[src/rtl/stamp_pkg.sv]
package stamp_pkg;
   typedef enum logic {
      IV_IDLE = 1'b0,
      IV_RUN  = 1'b1
   } iv_state_t;

   localparam int unsigned MIN_SYNC = 2;
endpackage

[src/rtl/stamp_edge_sync.sv]
module stamp_edge_sync #(
   parameter int unsigned W      = 4,
   parameter int unsigned STAGES = 2
) (
   input  logic         clk,
   input  logic         rst_n,
   input  logic [W-1:0] din,
   output logic [W-1:0] rise
);
   initial begin
      if (STAGES < stamp_pkg::MIN_SYNC) $fatal(1, "stamp_edge_sync: STAGES too small");
      if (W < 1) $fatal(1, "stamp_edge_sync: W must be positive");
   end

   logic [STAGES-1:0][W-1:0] chain_q;
   logic [W-1:0]             last_q;

   generate
      for (genvar s = 0; s < STAGES; s++) begin : g_stage
         if (s == 0) begin : g_first
            always_ff @(posedge clk) begin
               if (!rst_n) chain_q[s] <= '0;
               else        chain_q[s] <= din;
            end
         end else begin : g_next
            always_ff @(posedge clk) begin
               if (!rst_n) chain_q[s] <= '0;
               else        chain_q[s] <= chain_q[s-1];
            end
         end
      end
   endgenerate

   always_ff @(posedge clk) begin
      if (!rst_n) last_q <= '0;
      else        last_q <= chain_q[STAGES-1];
   end

   assign rise = chain_q[STAGES-1] & ~last_q;
endmodule

[src/rtl/stamp_hit_queue.sv]
module stamp_hit_queue #(
   parameter int unsigned NCH = 4,
   parameter int unsigned CW  = 32,
   localparam int unsigned CHW = (NCH > 1) ? $clog2(NCH) : 1
) (
   input  logic           clk,
   input  logic           rst_n,
   input  logic [CW-1:0]  now,
   input  logic           trig_rise,
   input  logic [NCH-1:0] sig_rise,
   output logic [NCH-1:0] grant,
   output logic           hit_valid,
   output logic [CHW-1:0] hit_chan,
   output logic [CW-1:0]  hit_abs,
   output logic [CW-1:0]  hit_rel
);
   logic [CW-1:0]  trig_q;
   logic [CW-1:0]  trig_ref;
   logic [NCH-1:0] pend_q;
   logic [CW-1:0]  abs_q [NCH];
   logic [CW-1:0]  rel_q [NCH];
   logic [CHW-1:0] pick;
   logic           any_pend;

   // a trigger latched this cycle is already the reference for hits latched with it
   assign trig_ref = trig_rise ? now : trig_q;

   always_ff @(posedge clk) begin
      if (!rst_n) trig_q <= '0;
      else if (trig_rise) trig_q <= now;
   end

   // lowest pending channel wins
   always_comb begin
      grant    = '0;
      pick     = '0;
      any_pend = 1'b0;
      for (int i = 0; i < NCH; i++) begin
         if (pend_q[i] && !any_pend) begin
            grant[i] = 1'b1;
            pick     = CHW'(i);
            any_pend = 1'b1;
         end
      end
   end

   always_ff @(posedge clk) begin
      if (!rst_n) begin
         pend_q <= '0;
         for (int c = 0; c < NCH; c++) begin
            abs_q[c] <= '0;
            rel_q[c] <= '0;
         end
      end else begin
         for (int c = 0; c < NCH; c++) begin
            if (sig_rise[c] && !pend_q[c]) begin
               pend_q[c] <= 1'b1;
               abs_q[c]  <= now;
               rel_q[c]  <= now - trig_ref;
            end else if (grant[c]) begin
               pend_q[c] <= 1'b0;
            end
         end
      end
   end

   always_ff @(posedge clk) begin
      if (!rst_n) begin
         hit_valid <= 1'b0;
         hit_chan  <= '0;
         hit_abs   <= '0;
         hit_rel   <= '0;
      end else begin
         hit_valid <= any_pend;
         if (any_pend) begin
            hit_chan <= pick;
            hit_abs  <= abs_q[pick];
            hit_rel  <= rel_q[pick];
         end
      end
   end
endmodule

[src/rtl/stamp_interval.sv]
module stamp_interval #(
   parameter int unsigned IW = 16
) (
   input  logic          clk,
   input  logic          rst_n,
   input  logic          start_rise,
   input  logic          stop_rise,
   output logic          ival_valid,
   output logic [IW-1:0] ival_count,
   output logic          ival_ovf
);
   import stamp_pkg::*;

   iv_state_t     state_q;
   logic [IW-1:0] run_q;
   logic          sat_q;
   logic          at_top;
   logic [IW-1:0] run_inc;

   assign at_top  = (run_q == {IW{1'b1}});
   assign run_inc = at_top ? run_q : run_q + 1'b1;

   always_ff @(posedge clk) begin
      if (!rst_n) begin
         state_q    <= IV_IDLE;
         run_q      <= '0;
         sat_q      <= 1'b0;
         ival_valid <= 1'b0;
         ival_count <= '0;
         ival_ovf   <= 1'b0;
      end else begin
         ival_valid <= 1'b0;
         if (start_rise) begin
            state_q <= IV_RUN;
            run_q   <= '0;
            sat_q   <= 1'b0;
         end else if (state_q == IV_RUN) begin
            if (stop_rise) begin
               state_q    <= IV_IDLE;
               ival_valid <= 1'b1;
               ival_count <= run_inc;
               ival_ovf   <= sat_q | at_top;
            end else begin
               run_q <= run_inc;
               sat_q <= sat_q | at_top;
            end
         end
      end
   end
endmodule

[src/rtl/hit_stamper.sv]
module hit_stamper #(
   parameter int unsigned NCH         = 4,
   parameter int unsigned CW          = 32,
   parameter int unsigned IW          = 16,
   parameter int unsigned SYNC_STAGES = 2,
   localparam int unsigned CHW = (NCH > 1) ? $clog2(NCH) : 1
) (
   input  logic           clk,
   input  logic           rst_n,
   input  logic           trig_in,
   input  logic [NCH-1:0] sig_in,
   input  logic           start_in,
   input  logic           stop_in,
   output logic [CW-1:0]  tick_count,
   output logic           hit_valid,
   output logic [CHW-1:0] hit_chan,
   output logic [CW-1:0]  hit_abs,
   output logic [CW-1:0]  hit_rel,
   output logic           ival_valid,
   output logic [IW-1:0]  ival_count,
   output logic           ival_ovf
);
   localparam int unsigned NIN = NCH + 3;

   initial begin
      if (NCH < 1)  $fatal(1, "hit_stamper: NCH must be at least 1");
      if (CW < 2)   $fatal(1, "hit_stamper: CW must be at least 2");
      if (IW < 2)   $fatal(1, "hit_stamper: IW must be at least 2");
   end

   logic [CW-1:0]  tick_q;
   logic [NIN-1:0] raw_in;
   logic [NIN-1:0] rise_all;
   logic [NCH-1:0] grant;

   always_ff @(posedge clk) begin
      if (!rst_n) tick_q <= '0;
      else        tick_q <= tick_q + 1'b1;
   end
   assign tick_count = tick_q;

   assign raw_in = {stop_in, start_in, trig_in, sig_in};

   stamp_edge_sync #(.W(NIN), .STAGES(SYNC_STAGES)) u_sync (
      .clk  (clk),
      .rst_n(rst_n),
      .din  (raw_in),
      .rise (rise_all)
   );

   stamp_hit_queue #(.NCH(NCH), .CW(CW)) u_queue (
      .clk      (clk),
      .rst_n    (rst_n),
      .now      (tick_q),
      .trig_rise(rise_all[NCH]),
      .sig_rise (rise_all[NCH-1:0]),
      .grant    (grant),
      .hit_valid(hit_valid),
      .hit_chan (hit_chan),
      .hit_abs  (hit_abs),
      .hit_rel  (hit_rel)
   );

   stamp_interval #(.IW(IW)) u_ival (
      .clk       (clk),
      .rst_n     (rst_n),
      .start_rise(rise_all[NCH+1]),
      .stop_rise (rise_all[NCH+2]),
      .ival_valid(ival_valid),
      .ival_count(ival_count),
      .ival_ovf  (ival_ovf)
   );
endmodule

[config.mk]
export PLATFORM = sky130hd
export DESIGN_NAME = hit_stamper
export DESIGN_NICKNAME = d
export VERILOG_FILES = /design/src/rtl/stamp_pkg.sv /design/src/rtl/stamp_edge_sync.sv /design/src/rtl/stamp_hit_queue.sv /design/src/rtl/stamp_interval.sv /design/src/rtl/hit_stamper.sv
export SDC_FILE = /design/constraint.sdc
export NUM_CORES = 1
export LEC_CHECK = 0
export ABC_AREA = 0
export BUFFER_PORTS_ARGS = -buffer_cell sky130_fd_sc_hd__buf_2
export CORE_AREA = 4 4 328 169
export DETAILED_ROUTE_END_ITERATION = 8
export DIE_AREA = 0 0 332 173
export HOLD_SLACK_MARGIN = 0.06
export PLACE_DENSITY = 0.69
export SLEW_MARGIN = 0
export SYNTH_ARGS = -nofsm -noshare
export SYNTH_HDL_FRONTEND = slang
export SYNTH_SLANG_ARGS = --single-unit
[constraint.sdc]
create_clock -name clk -period 4.5 [get_ports clk]
set_clock_uncertainty 0.05 [all_clocks]
set_input_delay 0.9 -clock clk [delete_from_list [all_inputs] [get_ports clk]]
set_output_delay 0.9 -clock clk [all_outputs]
set_load 0.01 [all_outputs]
# Yosys cells after proc, flatten, opt, wreduce, memory -nomap -nowiden
# Memory sizes are Yosys's and may differ from the RTL's. A register that Yosys moved wholly into a read port is not among the register bits.
# Index checks and enable logic that the tools add are counted.
# totals
mem_bits_ro	0
ramBits	256
memories	2
register_bits	128
latchBits	0
out_inout_bits	117
# mem_list
memory	words	width	read_ports	rd_ports_with_merged_regs	wr	line	text
u_queue.abs_q	4	32	1	1	4	stamp_hit_queue.sv:20	logic [CW-1:0] abs_q [NCH];
u_queue.rel_q	4	32	1	1	4	stamp_hit_queue.sv:21	logic [CW-1:0] rel_q [NCH];
# classes
addsub	3
mux	45
div	0
multipliers	0
bitwise_logic	15
shifts	0
n_eq_ne	1
n_reduce_logical	24
magnitude_cmp	0
# op_table
cell	n
32-bit 2-to-1 mux	9
1-bit 2-to-1 mux	33
32-bit by 1-bit adder with 32-bit output, second input constant	1
32-bit subtractor	1
16-bit by 1-bit adder with 16-bit output, second input constant	1
16-bit == test, second input constant	1
16-bit 2-to-1 mux	1
1-bit zero test	9
1-bit OR	9
2-bit nonzero test	4
7-bit AND	1
1-bit logical AND	7
7-bit NOT	1
2-bit 2-to-1 mux	2
1-bit NOT	4
3-bit AND reduction	1
3-bit OR reduction	1
2-bit AND reduction	1
2-bit OR reduction	1

# Logic depth before layout (Yosys ltp)
# Gate-level depths: netlist of the first run.
# logic_depth
word_depth	12
depth_mapped	19
depth_no_buf	13

# Modules after synthesis
# From an unflattened synthesis of the first run, not the netlist that was laid out.
# hier_totals
cells_unflattened	1876
hier_area_um2	20698.6
# modules_own_cells
mod	seq_area_each_um2	area_each_um2	n_inst	cells_each
stamp_hit_queue	9749.4	16788.6	1	1447
stamp_interval	720.7	1833.0	1	210
hit_stamper	640.6	1466.4	1	168
stamp_edge_sync	420.4	610.6	1	51

# Worst setup path after synthesis of the first run
# OpenSTA, ideal clock, no wires.
# synth_path
kind	register to register
start	register u_sync.last_q[4]
end	memory u_queue.rel_q[3][27] (data pin)
path_stages_with_launch	19
period_less_slack_ns	4.364
arrival_ns	4.053
setup_slack_ns	0.136
n_path_buf	7
cell_sequence	dfxtp_1 > nand2b_1 > buf_2 > buf_2 > buf_2 > buf_2 > clkbuf_1 > nor2_1 > a21oi_1 > ha_1 > nor2b_1 > or2_2 > buf_2 > a2bb2oi_1 > nor3_1 > o31ai_4 > o211ai_2 > buf_6 > a311o_1
# synth_rtl
element	line	text
start, declared	stamp_edge_sync.sv:16	logic [W-1:0] last_q;
start signal, assigned	stamp_edge_sync.sv:36	else last_q <= chain_q[STAGES-1];
end, declared	stamp_hit_queue.sv:21	

==> out/metrics.cfg, run 1 <==
[status]
status = complete, no violations

[floorplanning]
fp-row-count = 60
die_area_um2 = 57440
fp.dieW_um = 332
num_io_pins = 126
start_util_pct = 39.46
die_y_um = 173
fp.coreArea_um2 = 52850

[detailed_routing]
avgRoutedWirePerCell_um = 22.52
drt-initial-drc-count = 1792
wl_um = 63270
vias = 16127
route.antenna.remaining_nets = 0
post-route-drc-count = 0
dr.pass1.iters = 6
via_per_inst = 5.739

[clocking]
ctsResizeCount = 0
cts_buffers = 43
root_buffer = clkbuf_16
cts_tree = yes
path_clk_slew_ps = 70
insertion_delay_ps = 570
hold_buffers = 0
h-tree-depth = 2
cts_setup_buffers = 0
clock_sinks = 448
clockBufferDepth = 3

[sta]
tightest_slew_ps = 1258
tns_ps = 0
maxSlewViolCount = 0
period_share_pct = 89.73
setup_viol = 0
clock.fmax_ghz = 0.2477
hold_viol_final = 0
max_slew_margin_pct = 15.84
post-route-min-period_ps = 4038
rsz0062_at_grt = false

[synthesis]
synth_nets = 2021
synth_flop_cell = edfxtp_1
ys_warn_count = 0
synthCells = 1997
synth_edf_count = 256
syn_area_um2 = 20860
syn_avg_cell_area_um2 = 10.44
synth_seq_cells = 448
ys_types = 92
ys_async_sr_fraction_pct = 0
yosysSeqAreaShare_pct = 55.29

[cells_and_area]
final_cell_mix = edfxtp_1, nor2_1, dfxtp_1, nand2_1, buf_2
nets = 2088
utilization_pct = 44.78
drive_gt1_share_pct = 13.60
synthToLayoutAreaGrowth_pct = 13.47
final_common_cell = edfxtp_1
fill_cells = 5014

[power]
peakVddDrop_v = 0.0002830
power.density_nw_per_um2 = 381.2
p_leak_nw = 9.639
finalPower_mw = 9.021

[worst_setup_path]
timing.rr.start = u_sync.last_q[4]
worstSetupStartpoint = u_sync.last_q[4]
worstSetupPathType = reg2reg
cp.arrival_ps = 4290
critical_path.endpoint_type = flop
worstSetupStartpointType = flop
crit_fanout = 14
cp_data_required_time_ps = 4750

[grt]
grt_pass1_wl_um = 95290
grt-ovfl-total = 0
grt_pass1_vias = 15246
antenna_found_initial = 0
grt_start_max_net_pins = 89
track_usage_pct = 21.21

[placement]
io_buffers = 125
place.gp.congestion = 0.9464
hpwl_um = 42150

[worst_hold_path]
min_from = u_sync.chain_q[5]
hold_class = reg2reg

[job]
cap_violations = 0

sequential cells by signal, indices dropped and copies added, names as in the netlist:
signal and count:
tick_count 32, u_ival.ival_count 16, u_ival.ival_ovf 1, u_ival.ival_valid 1, u_ival.run_q 16, u_ival.sat_q 1, u_ival.state_q 1, u_queue.abs_q 128
u_queue.hit_abs 32, u_queue.hit_chan 2, u_queue.hit_rel 32, u_queue.hit_valid 1, u_queue.pend_q 4, u_queue.rel_q 128, u_queue.trig_q 32, u_sync.chain_q 14
u_sync.last_q 7
kinds of logic after synthesis:
logic type      synth area share, %
xor+xnor                      3.300
simple gates                  16.78
fa+ha+maj                     1.518
mux                           3.816
compound gates                15.65
flops                         55.29
buf+inv                       3.648
layer usage:
layer  part of all wire (%)  GRT usage, %  vias to the layer above
met4                    1.8         4.426                        0
met5                      0             0                        -
li1                       -             -                     7449
met2                     41         29.47                      643
met3                     10         6.911                       94
met1                     47         32.01                     7941
cell usage after synthesis (38+ instances only):
cell        n  area [µm²]
a211oi_1   71       533.0
a21oi_1    62       310.3
and2_1     57       356.6
and3_1    106       663.1
clkbuf_1  116       435.4
dfxtp_1   192        3844
edfxtp_1  256        7687
mux2i_1    78       780.8
nand2_1   142       533.0
nand3_1    53       265.3
nor2_1    199       747.0
nor2b_1    38       237.7
o21ai_0   114       570.6
o22ai_1    69       431.7
xnor2_1    41       359.1
per-stage QoR:
stage / hold slack [ps] / setup slack (ps) / cell area, µm² / instances
floorplan: 361.9 / 136.1 / 20860 / 1997
global placement: 364.6 / 701.9 / 22240 / 2732
detailed placement: 370.3 / 582.2 / 22240 / 2732
CTS: 384.3 / 572.9 / 23660 / 2809
global route: 409.0 / 84.23 / 23660 / 2809
finish: 379.8 / 462.1 / 23660 / 2810
final cells by class:
cell class | instances | area (µm²) | area share [%]
multi-input combinational | 1361 | 8625 | 36.45
tap | 713 | 892.1 | 3.770
antenna | 1 | 2.502 | 0.01057
sequential | 448 | 11530 | 48.73
timing repair buffer | 180 | 1082 | 4.574
clock inverter | 13 | 160.2 | 0.6768
clock buffer | 64 | 1257 | 5.314
inverter | 30 | 113.9 | 0.4812
critical path: stages, from the launching register on:
cell and delay [ps]:
dfxtp_1 340, nand2b_2 340, o21ai_0 310, ha_1 240, fa_1 250, inv_1 60
a22oi_1 180, o221ai_1 300, o2111a_1 400, o21ai_0 650, a21oi_1 210, xnor2_1 340
nor2_1 100
power by group:
| group | internal (mW) | switching (mW) | total, mW | leakage, nW |
|---|---|---|---|---|
| Sequential | 4.52 | 0.0806 | 4.60 | 4.23 |
| Combinational | 0.223 | 0.479 | 0.702 | 4.71 |
| Clock | 2.12 | 1.61 | 3.72 | 0.695 |
| Total | 6.86 | 2.16 | 9.02 | 9.64 |
final timing paths:
path | endpoint | slack [ps] | depth (start not counted)
worst max register to register | u_queue.rel_q[2][26] | 460 | 12
worst max-delay path | u_queue.rel_q[2][26] | 460 | 12
worst min register to register | u_sync.chain_q[12] | 380 | 1
worst min-delay path | u_sync.chain_q[12] | 380 | 1
No activity file was read; power rests on OpenSTA's default activity.
==> inputs of run 2 (changes only) <==
PLACE_DENSITY = 0.67   (was 0.69)
clock period = 4.95 ns   (was 4.5 ns; I/O delays follow)
==> out/metrics.cfg, run 2 (synthesis gave the netlist of run 1 again) <==
[detailed_routing]
avgRoutedWirePerCell_um = 22.63
vias = 16027
dr.pass1.iters = 5
wl_um = 63330
via_per_inst = 5.726
route.antenna.remaining_nets = 0
drt-initial-drc-count = 1733
post-route-drc-count = 0

[floorplanning]
num_io_pins = 126
start_util_pct = 39.46
fp-row-count = 60
fp.coreArea_um2 = 52850
die_area_um2 = 57440
die_y_um = 173
fp.dieW_um = 332

[cells_and_area]
final_cell_mix = edfxtp_1, nor2_1, dfxtp_1, nand2_1, buf_2
final_common_cell = edfxtp_1
drive_gt1_share_pct = 13.05
nets = 2075
reg_top3 = u_queue.abs_q (128), u_queue.rel_q (128)
synthToLayoutAreaGrowth_pct = 12.78

[job]
cap_violations = 0

[clocking]
hold_buffers = 0
clock_sinks = 448
clockBufferDepth = 3
h-tree-depth = 2
root_buffer = clkbuf_16
ctsResizeCount = 0
cts_tree = yes
path_clk_slew_ps = 60
cts_setup_buffers = 0
insertion_delay_ps = 580
cts_buffers = 42

[worst_setup_path]
timing.rr.start = u_sync.last_q[4]
worstSetupPathType = reg2reg
critical_path.endpoint_type = flop
crit_fanout = 33
worstSetupStartpointType = flop
cp.arrival_ps = 4410
cp_data_required_time_ps = 5220
reg2reg_depth = 11
r2r-end = u_queue.rel_q[3][27]
rrSetupSlack_ps = 810

[power]
power.density_nw_per_um2 = 347.5
p_leak_nw = 9.537
peakVddDrop_v = 0.0002334
finalPower_mw = 8.173

[worst_hold_path]
hold_class = reg2reg
min_from = u_sync.chain_q[4]
min_to = u_sync.chain_q[11]
holdPathStages = 1

[grt]
grt_pass1_wl_um = 95680
grt_start_max_net_pins = 98
antenna_found_initial = 1
grt_pass1_vias = 15200
grt-ovfl-total = 0
track_usage_pct = 21.19

[sta]
tns_ps = 0
clock.fmax_ghz = 0.2413
post-route-min-period_ps = 4145
setup_viol = 0
tightest_slew_ps = 1393
hold_viol_final = 0
rsz0062_at_grt = false
max_slew_margin_pct = 6.758
period_share_pct = 83.73
maxSlewViolCount = 0

[placement]
place.gp.congestion = 0.9219
io_buffers = 125
hpwl_um = 41820

[status]
status = complete, no violations

## run 2: cell types whose count changed in the layout (fill, tap and decap cells not counted), sizes merged
cell      change
buf          -12
clkbuf        -5
clkinv        +2
clkinvlp      +2
bufinv        +1
diode         +1
## run 2: worst max-delay path: stages (launching register included)
cell and delay [ps]:
dfxtp_1 370, nand2b_4 420, nor2_1 70, a21oi_1 220, ha_1 270, nor2b_1 150
or2_2 350, a2bb2oi_1 440, nor3_1 200, o31ai_4 520, o211ai_2 400, a311o_1 410
## run 2: layout make-up
class | instances | area [µm²]
multi-input combinational | 1361 | 8636
antenna | 2 | 5.005
sequential | 448 | 11530
clock buffer | 59 | 1176
tap | 713 | 892.1
fill | 4994 | 29330
timing repair buffer | 168 | 954.7
inverter | 30 | 113.9
clock inverter | 18 | 211.5
## run 2: report_power, final
| part | switching, mW | internal (mW) |
|---|---|---|
| Sequential | 0.0754 | 4.11 |
| Combinational | 0.440 | 0.197 |
| Clock | 1.47 | 1.88 |
## run 2: how the worst max path moves through the flow
stage                startpoint                    to  slack [ps]  cells after the start
2_1_floorplan  u_sync.last_q[4]  u_queue.rel_q[3][27]         590                     18
3_3_place_gp   u_sync.last_q[4]  u_queue.rel_q[3][27]         960                     11
3_5_place_dp   u_sync.last_q[4]  u_queue.rel_q[3][27]         970                     11
4_1_cts        u_sync.last_q[4]  u_queue.rel_q[3][27]         930                     11
5_1_grt        u_sync.last_q[4]  u_queue.rel_q[3][27]         570                     11
6_report       u_sync.last_q[4]  u_queue.rel_q[3][27]         810                     11
## run 2: routing by layer
layer | vias up | global-route usage, % | part of all wire [%]
met2 | 631 | 29.98 | 41
met4 | 0 | 3.829 | 1.4
met3 | 57 | 6.082 | 10
met1 | 7919 | 32.28 | 48
li1 | 7420 | - | -
met5 | - | 0 | 0
## run 2: metrics by stage
stage / utilization, % / worst slack, ps / hold slack [ps] / area, µm² / cells
2_1_floorplan: - / 586.1 / 361.9 / 20860 / 1997
3_3_place_gp: 41.87 / 956.0 / 368.2 / 22130 / 2720
3_5_place_dp: 41.87 / 966.4 / 374.1 / 22130 / 2720
4_1_cts: 44.49 / 934.0 / 380.5 / 23520 / 2797
5_1_grt: 44.49 / 570.6 / 395.8 / 23520 / 2797
6_report: 44.50 / 805.5 / 378.6 / 23520 / 2799
